File: config.mk
export PLATFORM = sky130hd
export DESIGN_NAME = wram_owner_reg
export DESIGN_NICKNAME = d
export VERILOG_FILES = /design/src/rtl/wram_owner_pkg.sv /design/src/rtl/wram_view.sv /design/src/rtl/wram_owner_reg.sv
export SDC_FILE = /design/constraint.sdc
export NUM_CORES = 1
export LEC_CHECK = 0
export CAP_MARGIN = 20
export CORE_ASPECT_RATIO = 1.5
export CORE_MARGIN = 2
export CORE_UTILIZATION = 30
export CTS_CLUSTER_SIZE = 25
export DETAILED_ROUTE_END_ITERATION = 8
export PLACE_DENSITY = 0.73
export SLEW_MARGIN = 20
export SYNTH_ARGS = -nofsm -noshare
export SYNTH_HDL_FRONTEND = slang
export SYNTH_SLANG_ARGS = --single-unit
File: constraint.sdc
create_clock -name clk -period 1.05 [get_ports clk]
set_input_delay 0.1575 -clock clk [delete_from_list [all_inputs] [get_ports clk]]
set_output_delay 0.1575 -clock clk [all_outputs]
set_load 0.02 [all_outputs]
File: src/rtl/wram_owner_pkg.sv
package wram_owner_pkg;
    localparam int WP_W        = 8;
    localparam int BANK_W      = 2;
    localparam int BANK_BYTES2 = 17;
    localparam int BASE_W      = BANK_W + BANK_BYTES2;

    typedef struct packed {
        logic [WP_W-1:0]   wp;
        logic [BANK_W-1:0] bank;
        logic              mode;
        logic              dmna;
        logic              ret;
        logic              req;
        logic              wake;
    } wram_state_t;
endpackage

File: src/rtl/wram_view.sv
module wram_view
    import wram_owner_pkg::*;
(
    input  wram_state_t       st,
    output logic [15:0]       rd_data,
    output logic              main_map_en,
    output logic              sub_map_en,
    output logic [BASE_W-1:0] bank_base
);
    localparam int PAD_W = 8 - BANK_W - 3;

    always_comb begin
        rd_data     = {st.wp, st.bank, {PAD_W{1'b0}}, st.mode, st.dmna, st.ret};
        main_map_en = !st.mode && st.ret;
        sub_map_en  = !st.mode && !st.ret;
        bank_base   = {st.bank, {BANK_BYTES2{1'b0}}};
    end
endmodule

File: src/rtl/wram_owner_reg.sv
module wram_owner_reg
    import wram_owner_pkg::*;
(
    input  logic              clk,
    input  logic              rst_n,
    input  logic              wr_en,
    input  logic              wr_word,
    input  logic [15:0]       wr_data,
    input  logic              sub_ret,
    input  logic              sub_mode_we,
    input  logic              sub_mode_val,
    input  logic              sub_stalled,
    output logic [15:0]       rd_data,
    output logic              main_map_en,
    output logic              sub_map_en,
    output logic              sub_wake,
    output logic              split_ret_req,
    output logic [BASE_W-1:0] bank_base
);
    localparam int DMNA_BIT = 1;
    localparam int BANK_LO  = 6;

    wram_state_t st_d, st_q;

    always_comb begin
        st_d      = st_q;
        st_d.wake = 1'b0;
        if (wr_en) begin
            st_d.bank = wr_data[BANK_LO +: BANK_W];
            if (wr_word) st_d.wp = wr_data[15:8];
            if (!st_q.mode) begin
                if (wr_data[DMNA_BIT]) begin
                    st_d.dmna = 1'b1;
                    st_d.ret  = 1'b0;
                    st_d.wake = sub_stalled;
                end
            end else begin
                if (wr_data[DMNA_BIT]) st_d.req  = 1'b1;
                else                   st_d.dmna = 1'b1;
            end
        end
        if (sub_mode_we) st_d.mode = sub_mode_val;
        if (sub_ret) begin
            st_d.ret  = 1'b1;
            st_d.dmna = 1'b0;
            st_d.req  = 1'b0;
            st_d.wake = 1'b0;
        end
    end

    always_ff @(posedge clk) begin
        if (!rst_n) begin
            st_q     <= '0;
            st_q.ret <= 1'b1;
        end else begin
            st_q <= st_d;
        end
    end

    wram_view u_view (
        .st          (st_q),
        .rd_data     (rd_data),
        .main_map_en (main_map_en),
        .sub_map_en  (sub_map_en),
        .bank_base   (bank_base)
    );

    assign sub_wake      = st_q.wake;
    assign split_ret_req = st_q.req;


    bank_load_chk: assert property (@(posedge clk) disable iff (!rst_n)
        wr_en |=> rd_data[7:6] == $past(wr_data[7:6]));


    wp_hold_chk: assert property (@(posedge clk) disable iff (!rst_n)
        !(wr_en && wr_word) |=> $stable(rd_data[15:8]));


    single_handover_chk: assert property (@(posedge clk) disable iff (!rst_n)
        (wr_en && !rd_data[2] && wr_data[1] && !sub_ret && !sub_mode_we)
        |=> (sub_map_en && !main_map_en && rd_data[1] && !rd_data[0]));


    split_dmna_chk: assert property (@(posedge clk) disable iff (!rst_n)
        (wr_en && rd_data[2] && !wr_data[1] && !sub_ret) |=> rd_data[1]);


    sub_return_chk: assert property (@(posedge clk) disable iff (!rst_n)
        sub_ret |=> (rd_data[0] && !rd_data[1] && !split_ret_req));


    wake_src_chk: assert property (@(posedge clk) disable iff (!rst_n)
        sub_wake |-> ($past(sub_stalled) && $past(wr_en) && !$past(sub_ret)));
endmodule

==> results.md <==
- RePlAce Congestion: roughly 0.74
- Clock sinks: 15
- Final setup vio count: 0
- Register area share after synthesis: 36.42%
- Total Wirelength: roughly 1800 um
- Core area: 0.002648 mm^2
- Layout area overhead: 42.94%
- CP required: around 890 ps
- Mapped Cells: 87
- CTS tree: built
- Startpoint types: flip-flop
- Initial antenna violation count: 0
- Drt first pass iters: 3
- Number of vias per cell: approximately 4.2
- CP Class: reg -> out
- TritonCTS buffer count: 3
- Die extent in y: a little under 70 um
- Setup slack at placement: -246.1 ps
- CP Capture Type: output pin
- Post-layout util: about 45%
- Final Total Pwr: ~1.4 mW
- Pwr dens: approximately 1200 mW/mm^2
- Netlist cell types: 19
- #FFs+latches synth: 15
- Initial Util: between 30% and 40%
- Die area: roughly 0.0032 mm^2
- DP HPWL: approximately 1500 um
- Num ports: 63
- Root Driver: clkbuf_8
- Clock Latency Late Sink: 240 ps
- Crit Path Max Fanout: 3
- Iter 0 DRT Violations: 8
- First-pass GRT wire length: 2932 um
- Total track usage: between 10% and 20%
- Drc violations: 0
- Post-synth top area cell: dfxtp_1
- DIE WIDTH: around 47 um
- Fin. max-slew vios: 0
- Synth area leaders: dfxtp_1 (36%), buf_4 (20%), a21boi_0 (7.3%), o21a_1 (7.3%), and3_1 (6.8%)
- Crit Reg-Reg Startpoint: st_q[4]$_SDFFE_PN0P_
- CTS H-Tree Depth: 1
- Outcome: complete, no violations
- WL per Instance: between 10 and 15 um
- Mapped cell area: 824.5 um^2
- Period minus WS final: just over 1000 ps
- GR Overflow Total: 0
- Cts hold-fix bufs: 0
- Synth Area per Inst: 9.477 um^2
- Detail Route Antenna Nets: 0
- Fmax: approximately 1000 MHz
- Final #Nets: roughly 160
- Antenna cell count: 0
- Largest net degree at the start of global routing: 15
- Reg clk slew, reported paths: roughly 60 ps
- Crit path launch: st_q[2]$_SDFFE_PP1P_
- CTS max path bufs: 2
- Post-synth top area share: a little over a third
- Worst vdd rail ir drop: ~0.00054 V
- Ratio of cells with drive above 1 in the final layout: 30.00%
- Vias: 708
- Fin Clk Skew: between 1 and 1.5 ps
- Fin crit share: a little over nine tenths
- Std cell rows: 23
- Yosys warnings: 0
- RSZ-0062 raised after global routing: true
- Port buffer count: 37
- Final WS setup: between 20 and 30 ps
- Pleak: about 0.57 nW
- Arr. time, crit path: about 860 ps
- Final hold violations: 0
- Vias in the first global route: 720
- Maxcap violations: 0
- HP Start: wr_data[1]
- Worst Hold Class: in -> reg
## metrics by stage
stage	cells	TNS (ps)	cell area, um^2	hold WS, ps
after CTS	166	-6.482	1232	479.2
after global routing	167	-21.59	1179	397.4
after global placement	162	-2679	1185	451.9
final	167	0	1179	352.6
after detailed placement	162	-3254	1185	464.7
after floorplan	106	0	912.1	267.5
## power by group
group / switching [mW] / total [mW] / internal (mW) / leakage, nW
clock: 0.186 / 0.453 / 0.268 / 0.0228
combinational: 0.185 / 0.339 / 0.154 / 0.426
sequential: 0.0165 / 0.610 / 0.594 / 0.123
total: 0.388 / 1.40 / 1.02 / 0.572
## area by class of cell
class	instances	area, um^2
well taps	37	46.29
clock buffers	4	45.04
inverters	3	11.26
multi-input cells	62	395.4
fillers	293	1469
flip-flops and latches	15	305.3
repair buffers	46	375.4
## final timing paths
path | end | slack [ps] | depth (start not counted)
max | main_map_en | 30 | 3
min | split_ret_req$_SDFFE_PP0P_ | 350 | 4
max reg2reg | st_q[3]$_SDFFE_PP0P_ | 50 | 4
min reg2reg | split_ret_req$_SDFFE_PP0P_ | 480 | 2
## cells in the mapped netlist
cell type / count
buf_4: 22
buf_2: 1
buf_6: 3
mux2i_1: 3
conb_1: 1
a311oi_2: 1
a21boi_0: 8
ha_1: 1
o21ai_0: 1
a21oi_2: 1
o21a_1: 8
dfxtp_1: 15
inv_1: 3
a31oi_1: 1
and3b_1: 1
and3_1: 9
nand2b_1: 1
nor2_1: 3
nor2b_1: 4
## cell usage in the layout, fill, tap and decap left out, types with 2 or more instances in the layout
cell type,instances
nor2_1,2
clkbuf_2,8
nor2b_1,4
conb_1,20
and3_1,9
buf_2,6
clkdlybuf4s50_1,17
o21a_1,8
dfxtp_1,13
mux2i_1,3
clkbuf_8,3
buf_4,9
a21boi_0,8
inv_2,3
clkdlybuf4s15_2,3
## sequential cells by signal (all words and copies together) (netlist names)
signal         cells
sub_wake           1
split_ret_req      1
st_q              13
## cells by family (layout without fill, tap and decap cells)
| logic type | Yosys count | in the layout | synth area share [%] |
|---|---|---|---|
| AOI/OAI and AO/OA | 20 | 20 | 18.82 |
| other | 1 | 20 | 0.4548 |
| and+or+nand+nor | 18 | 18 | 13.05 |
| DFF | 15 | 15 | 36.42 |
| adders and majority gates | 1 | 1 | 1.517 |
| buffers and inverters | 29 | 53 | 26.10 |
| muxes | 3 | 3 | 3.642 |
## routing by layer
layer	global-route usage, %	part of all wire [%]
met3	3.166	9.0
met1	11.98	32
met2	24.49	58
met4	4.167	0.55
met5	0	0
## critical path: stages, from the launching register on
cell,delay (ps)
dfxtp_2,350
inv_2,40
nor2_2,110
buf_6,120
## what timing repair did
item                       4_1_cts  5_1_grt
buffers inserted                 0        1
pin swaps                        1        1
gates resized for setup         52       19
setup endpoints to repair       20       17
cloned                           0        0
No activity file was read; power rests on OpenSTA's default activity.
